[config.mk]
export PLATFORM = sky130hd
export DESIGN_NAME = sd_cmd_engine
export DESIGN_NICKNAME = d
export VERILOG_FILES = /design/src/rtl/sd_cmd_engine.sv
export SDC_FILE = /design/constraint.sdc
export NUM_CORES = 1
export LEC_CHECK = 0
export BUFFER_PORTS_ARGS = -buffer_cell sky130_fd_sc_hd__buf_2
export CORE_UTILIZATION = 35
export CTS_CLUSTER_SIZE = 20
export DETAILED_ROUTE_END_ITERATION = 7
export GPL_TIMING_DRIVEN = 0
export SYNTH_ARGS = -nofsm -noshare
export SYNTH_HDL_FRONTEND = slang
export SYNTH_SLANG_ARGS = --single-unit
[constraint.sdc]
create_clock -name clk -period 5.8 [get_ports clk]
set_input_delay 1.45 -clock clk [delete_from_list [all_inputs] [get_ports clk]]
set_output_delay 1.45 -clock clk [all_outputs]
set_load 0.005 [all_outputs]
[src/rtl/sd_cmd_engine.sv]
`timescale 1ns/1ps
module sd_cmd_engine #(
  parameter int DIV_W     = 10,
  parameter int DIV_RST   = 500,
  parameter int ABITS_W   = 6,
  parameter int ABITS_RST = 39,
  parameter int TMO_W     = 8,
  parameter int TMO_RST   = 64
)(
  input  logic        clk,
  input  logic        rst_n,
  input  logic        reg_wr,
  input  logic        reg_rd,
  input  logic [2:0]  reg_addr,
  input  logic [31:0] reg_wdata,
  output logic [31:0] reg_rdata,
  output logic        sd_clk,
  output logic        cmd_o,
  input  logic        cmd_i,
  input  logic        dat0_i,
  output logic [1:0]  port_sel,
  output logic        irq
);
  localparam int RX_W  = 128;
  localparam int CNT_W = 8;
  localparam int IDX_W = $clog2(RX_W / 32);

  typedef enum logic [2:0] {S_IDLE, S_TX, S_WAIT, S_RX, S_BUSY} st_t;

  logic [31:0]        arg_q;
  logic [7:0]         cmdb_q;
  logic [CNT_W-1:0]   rlen_q;
  logic               nocrc_q, lvar_q, bsy_q;
  logic [DIV_W-1:0]   div_q, dcnt;
  logic [ABITS_W-1:0] abits_q;
  logic [TMO_W-1:0]   tmo_q, wd;
  logic               ien_q, rb_en_q;
  logic [1:0]         port_q;
  logic [3:0]         rb_idx_q;
  logic               sdclk_q, cmdo_q;
  st_t                st;
  logic [39:0]        txsh;
  logic [6:0]         crc_q;
  logic [CNT_W-1:0]   bcnt;
  logic [RX_W-1:0]    rx;
  logic               ok_q, st_done, to_q;

  wire wr_arg   = reg_wr && reg_addr == 3'd0;
  wire wr_send  = reg_wr && reg_addr == 3'd1;
  wire wr_cfg   = reg_wr && reg_addr == 3'd2;
  wire wr_stat  = reg_wr && reg_addr == 3'd3;
  wire wr_ctrl  = reg_wr && reg_addr == 3'd4;
  wire wr_mux   = reg_wr && reg_addr == 3'd5;
  wire rd_arg   = reg_rd && reg_addr == 3'd0;
  wire soft_rst = wr_ctrl && reg_wdata[15];
  wire active   = st != S_IDLE;
  wire busy_st  = st == S_BUSY;
  wire wait_st  = st == S_WAIT;
  wire start    = wr_send && !active && !soft_rst;

  wire tick = dcnt >= div_q;
  wire rise = tick && !sdclk_q;
  wire fall = tick && sdclk_q;

  wire [CNT_W-1:0] tx_last = CNT_W'(abits_q) + CNT_W'(9);
  wire in_win = ({1'b0, bcnt} + 9'd7 <= {1'b0, rlen_q}) && (!lvar_q || bcnt >= CNT_W'(7));

  function automatic logic [6:0] crc_step(input logic [6:0] c, input logic b);
    logic fb;
    fb = b ^ c[6];
    return {c[5:0], 1'b0} ^ {3'b000, fb, 2'b00, fb};
  endfunction

  assign sd_clk   = sdclk_q;
  assign cmd_o    = cmdo_q;
  assign port_sel = port_q;
  assign irq      = st_done & ien_q;

  always_ff @(posedge clk or negedge rst_n)
    if (!rst_n) begin
      dcnt    <= '0;
      sdclk_q <= 1'b0;
    end else if (tick) begin
      dcnt    <= '0;
      sdclk_q <= !sdclk_q;
    end else
      dcnt <= dcnt + 1'b1;

  always_ff @(posedge clk or negedge rst_n)
    if (!rst_n) begin
      arg_q   <= '0;
      div_q   <= DIV_W'(DIV_RST);
      abits_q <= ABITS_W'(ABITS_RST);
      tmo_q   <= TMO_W'(TMO_RST);
      ien_q   <= 1'b0;
      port_q  <= '0;
      rb_en_q <= 1'b0;
      rb_idx_q <= '0;
    end else begin
      if (wr_arg) arg_q <= reg_wdata;
      if (wr_cfg) begin
        div_q   <= reg_wdata[DIV_W-1:0];
        abits_q <= reg_wdata[12 +: ABITS_W];
        tmo_q   <= reg_wdata[24 +: TMO_W];
      end
      if (wr_ctrl) ien_q <= reg_wdata[4];
      if (wr_mux) begin
        port_q   <= reg_wdata[1:0];
        rb_en_q  <= reg_wdata[8];
        rb_idx_q <= reg_wdata[15:12];
      end else if (rd_arg && rb_en_q)
        rb_idx_q <= rb_idx_q + 1'b1;
    end

  always_ff @(posedge clk or negedge rst_n)
    if (!rst_n) begin
      st      <= S_IDLE;
      cmdo_q  <= 1'b1;
      cmdb_q  <= '0;
      rlen_q  <= '0;
      nocrc_q <= 1'b0;
      lvar_q  <= 1'b0;
      bsy_q   <= 1'b0;
      txsh    <= '0;
      crc_q   <= '0;
      bcnt    <= '0;
      wd      <= '0;
      rx      <= '0;
      ok_q    <= 1'b0;
      st_done <= 1'b0;
      to_q    <= 1'b0;
    end else if (soft_rst) begin
      st      <= S_IDLE;
      cmdo_q  <= 1'b1;
      ok_q    <= 1'b0;
      st_done <= 1'b0;
      to_q    <= 1'b0;
    end else begin
      if (wr_stat) begin
        if (reg_wdata[5])  ok_q    <= 1'b0;
        if (reg_wdata[9])  st_done <= 1'b0;
        if (reg_wdata[10]) to_q    <= 1'b0;
      end
      case (st)
        S_IDLE: if (start) begin
          cmdb_q  <= reg_wdata[7:0];
          rlen_q  <= reg_wdata[15:8];
          nocrc_q <= reg_wdata[16];
          lvar_q  <= reg_wdata[18];
          bsy_q   <= reg_wdata[19];
          txsh    <= {reg_wdata[7:0], arg_q};
          crc_q   <= '0;
          bcnt    <= '0;
          rx      <= '0;
          ok_q    <= 1'b0;
          st_done <= 1'b0;
          to_q    <= 1'b0;
          st      <= S_TX;
        end
        S_TX: if (fall) begin
          if (bcnt == tx_last) begin
            cmdo_q <= 1'b1;
            bcnt   <= '0;
            wd     <= '0;
            crc_q  <= '0;
            if (rlen_q != '0) st <= S_WAIT;
            else if (bsy_q)   st <= S_BUSY;
            else begin
              st      <= S_IDLE;
              st_done <= 1'b1;
            end
          end else begin
            bcnt <= bcnt + 1'b1;
            if (bcnt < CNT_W'(40)) begin
              cmdo_q <= txsh[39];
              txsh   <= {txsh[38:0], 1'b0};
              crc_q  <= crc_step(crc_q, txsh[39]);
            end else if (bcnt < CNT_W'(47)) begin
              cmdo_q <= crc_q[6];
              crc_q  <= {crc_q[5:0], 1'b0};
            end else
              cmdo_q <= 1'b1;
          end
        end
        S_WAIT: if (rise) begin
          if (!cmd_i)
            st <= S_RX;
          else if (wd == tmo_q) begin
            to_q    <= 1'b1;
            st_done <= 1'b1;
            st      <= S_IDLE;
          end else
            wd <= wd + 1'b1;
        end
        S_RX: if (rise) begin
          rx   <= {rx[RX_W-2:0], cmd_i};
          bcnt <= bcnt + 1'b1;
          if (in_win) crc_q <= crc_step(crc_q, cmd_i);
          if (bcnt == rlen_q) begin
            ok_q <= !nocrc_q && ({rx[5:0], cmd_i} == crc_q);
            if (bsy_q) st <= S_BUSY;
            else begin
              st      <= S_IDLE;
              st_done <= 1'b1;
            end
          end
        end
        S_BUSY: if (rise && dat0_i) begin
          st      <= S_IDLE;
          st_done <= 1'b1;
        end
        default: st <= S_IDLE;
      endcase
    end

  always_comb begin
    reg_rdata = '0;
    case (reg_addr)
      3'd0: reg_rdata = rb_en_q ? rx[32*rb_idx_q[IDX_W-1:0] +: 32] : arg_q;
      3'd1: reg_rdata = {12'b0, bsy_q, lvar_q, 1'b0, nocrc_q, rlen_q, cmdb_q};
      3'd2: begin
        reg_rdata[DIV_W-1:0]   = div_q;
        reg_rdata[12 +: ABITS_W] = abits_q;
        reg_rdata[24 +: TMO_W]   = tmo_q;
      end
      3'd3: begin
        reg_rdata[0]  = active;
        reg_rdata[5]  = ok_q;
        reg_rdata[9]  = st_done;
        reg_rdata[10] = to_q;
      end
      3'd4: reg_rdata[4] = ien_q;
      3'd5: reg_rdata = {16'b0, rb_idx_q, 3'b0, rb_en_q, 6'b0, port_q};
      default: reg_rdata = '0;
    endcase
  end

  logic unused_bits;
  assign unused_bits = &{1'b0, reg_wdata[31:20], reg_wdata[17], reg_wdata[11:10], rb_idx_q[3:IDX_W]};
endmodule

==> summary.md, run 1 <==
| Metric | Value |
|---|---|
| Critical Path Slowest Stage Cell | clkbuf_1 |
| Die Ht | between 200 and 250 µm |
| Antenna Violating Nets Remaining | 0 |
| Pin count of the biggest net entering global routing | 124 |
| Relative slew slack | roughly 17% |
| Post-synthesis sequential area ratio | approximately 50% |
| Layout area overhead | 14.6% |
| Simple-Gate Fraction of Synth Area | under 10% |
| Met3 wire length | ~1800 µm |
| Core outline area | 41300 µm² |
| Latest clock arrival within the worst-skew pair | ~0.6 ns |
| Int Pwr | roughly 4900 µW |
| WL final | a little over 40000 µm |
| Most common cell on crit path | clkbuf_1 |
| Met2 wire length | 20000 µm |
| RD Place Congestion | around 0.89 |
| Max Cap Viol | 0 |
| GRT Util Overall | between 10% and 20% |
| Total clock sinks | 292 |
| Antenna cells | 0 |
| Worst Path Max Fanout | 10 |
| Main combinational cell family by area after synthesis | multiplexers |
| Main synth FF type | dfrtp_1 |
| Post-synth EDFFs | 0 |
| CP required | roughly 4.4 ns |
| Slew Limit Fails | 0 |
| Tmin final | ~5.2 ns |
| Worst hold slack | 0.509 ns |
| Starting density of the core | 35.9% |
| Crit-path cells | clkbuf_1, clkbuf_1, nor2b_1, clkbuf_1, a22oi_1, o221ai_1, buf_2 |
| Syn Area/Cell | about 12 µm² |
| Yosys reg bits | 292 |
| Mapped Nets | 1292 |
| Combinational fraction of design power | 33.6% |
| Cell Rows | between 70 and 80 |
| CTS max path bufs | 3 |
| Hold Fails Final Rpt | 0 |
| Root Driver | clkbuf_16 |
| Run status | finished, final reports clean |
| DR iter-0 viols | 861 |
| Clk slew on worst S/H paths | 0.06 ns |
| Lkg Pwr | 0.00769 µW |
| Routed vias | roughly 11k |
| Hold crit path type | flop to flop |
| CTS tree | built |
| Xor/xnor share of the synthesized area | between 3 and 4% |
| Horiz. Die Dim | about 210 µm |
| CP Data Arrival Time | roughly 3.8 ns |
| Final period util | approximately 90% |
| Share of post-route cells with drive strength above 1 | 25.4% |
| Synth Instances | roughly 1.2k |
| H-tree depth | 1 |
| Synth async-reset ratio | 100% |
| Inst Count DP | roughly 1.8k |
| HPWL after detailed placement | roughly 30000 µm |
| Wirelength per Cell | between 20 and 25 µm |
| Synth warn | 0 |
| Initial antenna violation count | 1 |
| Postcts setup bufs | 0 |
| Vias in the first global route | 10.9k |
| CTS buffer count | 31 |
| CP endpoint kind | output pin |
| Synth cell types | 65 |
| Net switching fraction of the power | approximately 34% |
| # setup viols final | 0 |
| Top Ports | 78 |
| Pwr dens | roughly 430 nW/µm² |
| Fmax | just under 0.2 GHz |
| Post-CTS sizing | 0 |
| Synthesized area | 14800 µm² |
| Psw | 2510 µW |
| Least-Margin Pin Slew | 1.24 ns |
| GRT overflow | 0 |
| Vias per cell | roughly 5.6 |
| Area share of fa/ha/maj cells after synthesis | 2.03% |
| Number of I/O port buffers | 74 |
| Die area | roughly 43000 µm² |
| Drt first pass iters | 5 |
| Top Metal Used | met4 |
| Mux share of post-synthesis cell area | approximately a fifth |
| Post-Layout Cell Count | between 1.5k and 2k |
| Nets | about 1.4k |
| Layout Skew | about 0.011 ns |
| First-pass GRT wire length | around 65000 µm |
| VDD IR-drop max | 0.237 mV |
| Flop pwr share | between 30 and 40% |
| Synth Area in Compound Gates | approximately 14% |
| Worst setup path class | input port to output pin |
| CP max stage delay | around 0.48 ns |
| DRC viols | 0 |
| CP Launch Type | input port |
| Clock Power Share | 28.6% |
| Placed instance area | between 15000 and 20000 µm² |
| # hold bufs at CTS | 0 |
| Design Area, Final | between 15000 and 20000 µm² |
| RSZ-0062 raised after global routing | false |
| WL met1 | approximately 18000 µm |
| Fill cells | 3892 |
## path summary, 6_finish.rpt
path                                      start  slack [ns]              endpoint  cells after the start
max                                 reg_addr[1]        0.60         reg_rdata[13]                      7
min                        txsh[11]$_DFFE_PN0P_        0.51  txsh[11]$_DFFE_PN0P_                      1
max reg2reg                div_q[5]$_DFFE_PN1P_        2.02    rx[59]$_DFFE_PN0P_                     10
min reg2reg                txsh[11]$_DFFE_PN0P_        0.51  txsh[11]$_DFFE_PN0P_                      1
max in group asynchronous                 rst_n        3.87    rx[56]$_DFFE_PN0P_                      2
min in group asynchronous                 rst_n        0.88     dcnt[4]$_DFF_PN0_                      1
## power by group through the flow
stage	registers [µW]	logic [µW]	clock network [µW]
floorplan	2680	1880	0
global placement	2790	2420	0
detailed placement	2800	2470	0
CTS	2770	2480	2140
global route	2830	2700	2210
finish	2780	2480	2110
## metrics by stage
step / util [%] / setup TNS [ns] / power [µW] / setup WS (ns)
final: 41.1 / 0 / 7370 / 0.598
after global routing: 41.1 / 0 / 7740 / 0.508
after CTS: 41.1 / 0 / 7390 / 0.668
after detailed placement: 38.5 / 0 / 5270 / 0.667
after global placement: 38.4 / -637.81 / 5210 / -2.30
after floorplan: - / 0 / 4550 / 1.64
## synthesized netlist by cell type, types with 12 or more instances
master | instances | area share, %
mux4_2 | 32 | 4.9
o21ai_0 | 43 | 1.5
inv_1 | 32 | 0.81
nor3_1 | 12 | 0.41
mux2i_1 | 34 | 2.3
nand3_1 | 24 | 0.81
dfrtp_1 | 280 | 47
nand2_1 | 83 | 2.1
ha_1 | 24 | 2.0
clkbuf_1 | 63 | 1.6
xor2_1 | 35 | 2.1
a21oi_1 | 37 | 1.3
mux2_4 | 40 | 4.1
mux2_2 | 111 | 8.4
xnor2_1 | 12 | 0.71
nor2_1 | 51 | 1.3
a22o_1 | 133 | 7.9
dfstp_2 | 12 | 2.1
## layout make-up
type | instances | area, µm² | share of cell area [%]
flip-flops and latches | 292 | 7320 | 43.1
clock buffers | 44 | 855 | 5.04
multi-input cells | 812 | 6950 | 41.0
repair buffers | 76 | 435 | 2.57
clock inverters | 13 | 209 | 1.23
well taps | 532 | 666 | 3.92
plain buffers | 91 | 409 | 2.41
inverters | 32 | 120 | 0.708
## metal layers
layer  vias to the layer above  GRT usage [%]
li1                       4775              -
met1                      5432           25.8
met2                       269           31.9
met3                        70           2.16
met4                         0           6.33
met5                         -              0
## layout by cell type (no fill, tap or decap), types with 31 or more instances in the layout
cell / n
a21oi_1: 37
a22o_1: 133
buf_2: 82
clkbuf_1: 73
clkbuf_16: 31
dfrtp_1: 280
inv_1: 32
mux2_2: 111
mux2_4: 40
mux2i_1: 34
mux4_2: 32
nand2_1: 83
nor2_1: 51
o21ai_0: 43
xor2_1: 35
## state kept, by name, indices dropped and copies added (netlist names), 2 cells and up
name / count
abits_q: 6
arg_q: 32
bcnt: 8
cmdb_q: 8
crc_q: 7
dcnt: 10
div_q: 10
port_sel: 2
rb_idx_q: 4
rlen_q: 8
rx: 128
st: 3
tmo_q: 8
txsh: 40
wd: 8
## cells by family (layout without fill, tap and decap cells)
family | Yosys count | count (layout)
DFF | 292 | 292
xor gates and xnor gates | 49 | 49
muxes | 217 | 217
and+or+nand+nor | 240 | 240
adders and majority gates | 24 | 24
buffers and inverters | 123 | 256
AOI/OAI and AO/OA | 282 | 282
## critical path, delay by kind of cell
family                 cells  cell delay (ns)
AO/OA/AOI/OAI              2             0.62
buffers and inverters      4             1.35
AND/OR/NAND/NOR            1             0.32
Note: power is estimated with default switching activity, not from simulation.
==> run 2: changes to the inputs <==
--- a/config.mk
+++ b/config.mk
@@ -6,10 +6,13 @@
 export NUM_CORES = 1
 export LEC_CHECK = 0
 export BUFFER_PORTS_ARGS = -buffer_cell sky130_fd_sc_hd__buf_2
+export CELL_PAD_IN_SITES_DETAIL_PLACEMENT = 1
+export CELL_PAD_IN_SITES_GLOBAL_PLACEMENT = 2
 export CORE_UTILIZATION = 35
 export CTS_CLUSTER_SIZE = 20
 export DETAILED_ROUTE_END_ITERATION = 7
 export GPL_TIMING_DRIVEN = 0
+export PLACE_DENSITY_LB_ADDON = 0.1
 export SYNTH_ARGS = -nofsm -noshare
 export SYNTH_HDL_FRONTEND = slang
 export SYNTH_SLANG_ARGS = --single-unit
==> summary.md, run 2 (synthesis gave the netlist of run 1 again) <==
| Metric | Value |
|---|---|
| Commonest non-fill, non-tap cell in the layout | dfrtp_1 (unchanged) |
| Least-Margin Pin Slew | 1.20 ns (was 1.24 ns) |
| Root Driver | clkbuf_16 (unchanged) |
| HPWL after detailed placement | 34300 µm (was 30300 µm) |
| Die area | 43100 µm² (unchanged) |
| Slew Limit Fails | 0 (unchanged) |
| CP Launch Type | input port (unchanged) |
| Post-CTS sizing | 0 (unchanged) |
| Worst path bufs/invs | 4 (unchanged) |
| Clk slew on worst S/H paths | 0.06 ns (about the same) |
| CP endpoint kind | output pin (unchanged) |
| Die Ht | 208 µm (unchanged) |
| Crit-path cells | clkbuf_1, clkbuf_1, nor2b_1, clkbuf_1, a22oi_1, o221ai_1, buf_2 (unchanged) |
| Vias per cell | 5.53 (was 5.57) |
| Starting density of the core | 35.9% (unchanged) |
| Share of post-route cells with drive strength above 1 | 25.7% (was 25.4%) |
| Vias in the first global route | 11.3k (was 10.9k) |
| Register Area | 7320 µm² (unchanged) |
| Pin count of the biggest net entering global routing | 104 (was 124) |
| Core outline area | 41300 µm² (unchanged) |
| Layout area overhead | 15.6% (was 14.6%) |
| Initial antenna violation count | 1 (unchanged) |
| Postcts setup bufs | 0 (unchanged) |
| Run status | finished, final reports clean (unchanged) |
| Area of the multi-input gates | 6950 µm² (unchanged) |
| Final period util | 92.4% (was 89.7%) |
| Nets | 1408 (was 1401) |
| GRT overflow | 0 (unchanged) |
| Antenna cells | 0 (unchanged) |
| RSZ-0062 raised after global routing | false (unchanged) |
| # setup viols final | 0 (unchanged) |
| DRC viols | 0 (unchanged) |
| Top Ports | 78 (unchanged) |
| Worst Path Max Fanout | 10 (unchanged) |
| CP Data Arrival Time | 3.91 ns (was 3.75 ns) |
| Commonest non-fill, non-tap cells in the layout | 280 x dfrtp_1, 133 x a22o_1, 111 x mux2_2 (unchanged) |
| Hold crit path type | flop to flop (unchanged) |
| Tmin final | 5.36 ns (was 5.20 ns) |
| Wirelength per Cell | 24.9 µm (was 21.8 µm) |
| Critical Path Slowest Stage Cell | clkbuf_1 (unchanged) |
| Biggest regs | rx (128), txsh (40), arg_q (32) (unchanged) |
| Largest delay contributor family on the critical path | buffers and inverters (unchanged) |
| VDD IR-drop max | 0.191 mV (was 0.237 mV) |
| Cell Rows | 74 (unchanged) |
| Relative slew slack | 19.2% (was 16.6%) |
| Number of I/O port buffers | 74 (unchanged) |
| Drt first pass iters | 5 (unchanged) |
| CP required | 4.35 ns (about the same) |
| CP max stage delay | 0.52 ns (was 0.48 ns) |
| Hold Fails Final Rpt | 0 (unchanged) |
| Routed vias | 10.5k (about the same) |
| Pwr dens | 445 nW/µm² (was 434 nW/µm²) |
| Antenna Violating Nets Remaining | 0 (unchanged) |
| Max reg flops | 128 (unchanged) |
| Most common cell on crit path | clkbuf_1 (unchanged) |
| Max Cap Viol | 0 (unchanged) |
| Total clock sinks | 292 (unchanged) |
| DR iter-0 viols | 579 (was 861) |
| # hold bufs at CTS | 0 (unchanged) |
| Latest clock arrival within the worst-skew pair | 0.56 ns (was 0.60 ns) |
| Fill cells | 4415 (was 3892) |
| First-pass GRT wire length | 73500 µm (was 64600 µm) |
| Layout Skew | 0.0229 ns (was 0.0105 ns) |
| CTS tree | built (unchanged) |
| CTS buffer count | 37 (was 31) |
| WL final | 47200 µm (was 41300 µm) |
| GRT Util Overall | 22.6% (was 19.1%) |
| H-tree depth | 2 (was 1) |
| Final WS setup | 0.439 ns (was 0.598 ns) |
| Fmax | 0.187 GHz (was 0.192 GHz) |
| CTS max path bufs | 3 (unchanged) |
| RD Place Congestion | 0.810 (was 0.886) |
| Horiz. Die Dim | 208 µm (unchanged) |
| Worst setup path class | input port to output pin (unchanged) |
| Lkg Pwr | 0.00775 µW (was 0.00769 µW) |
| Biggest register | rx (unchanged) |
| Pre-CTS setup slack | 0.450 ns (was 0.667 ns) |
| Setup TNS | 0 ns (unchanged) |
==> run 2: worst register-to-register path: stages (launching register included) <==
cell and delay, ns:
dfstp_2 0.51, inv_1 0.09, ha_1 0.32, a41oi_1 0.12
o22ai_1 0.32, a21o_1 0.29, nand2b_1 0.19, nor4_1 0.85
clkbuf_1 0.56, clkbuf_1 0.61, a22o_1 0.23
==> run 2: per-layer routing <==
layer	wire length (µm)	vias up	global-route usage (%)
met1	22300	5502	31.9
met4	755	0	5.80
met3	1670	44	3.04
li1	-	4798	-
met2	22500	157	36.6
met5	0	-	0
==> run 2: path summary, 6_finish.rpt <==
kind | start | endpoint | slack (ns) | cells after the start
max | reg_addr[1] | reg_rdata[1] | 0.44 | 7
min | cmdb_q[0]$_DFFE_PN0P_ | cmdb_q[0]$_DFFE_PN0P_ | 0.51 | 1
max reg2reg | div_q[5]$_DFFE_PN1P_ | rx[120]$_DFFE_PN0P_ | 1.64 | 10
min reg2reg | cmdb_q[0]$_DFFE_PN0P_ | cmdb_q[0]$_DFFE_PN0P_ | 0.51 | 1
max in group asynchronous | rst_n | rx[59]$_DFFE_PN0P_ | 3.82 | 2
min in group asynchronous | rst_n | bcnt[4]$_DFFE_PN0P_ | 0.97 | 1
==> run 2: layout make-up <==
cell class,instances,share of cell area [%]
multi-input combinational,812,40.6
tap,532,3.89
clock buffer,52,6.16
clock inverter,10,0.812
timing repair buffer,77,2.62
inverter,32,0.702
sequential,292,42.8
buffer,91,2.39
==> run 2: report_power, final <==
part           switching, µW  leakage, µW  internal [µW]  total (µW)
Sequential               347      0.00380           2440        2790
Clock                    926     0.000576           1360        2290
Combinational           1370      0.00338           1170        2550
Total                   2650      0.00775           4980        7620
==> run 2: stage by stage <==
step / util [%] / hold slack (ns) / instances / area [µm²] / power (µW)
floorplan: - / 0.467 / 1227 / 14800 / 4550
global placement: 38.4 / 0.485 / 1833 / 15800 / 5320
detailed placement: 38.5 / 0.492 / 1835 / 15900 / 5390
CTS: 41.4 / 0.508 / 1897 / 17100 / 7740
global route: 41.4 / 0.517 / 1898 / 17100 / 8080
finish: 41.4 / 0.507 / 1898 / 17100 / 7620
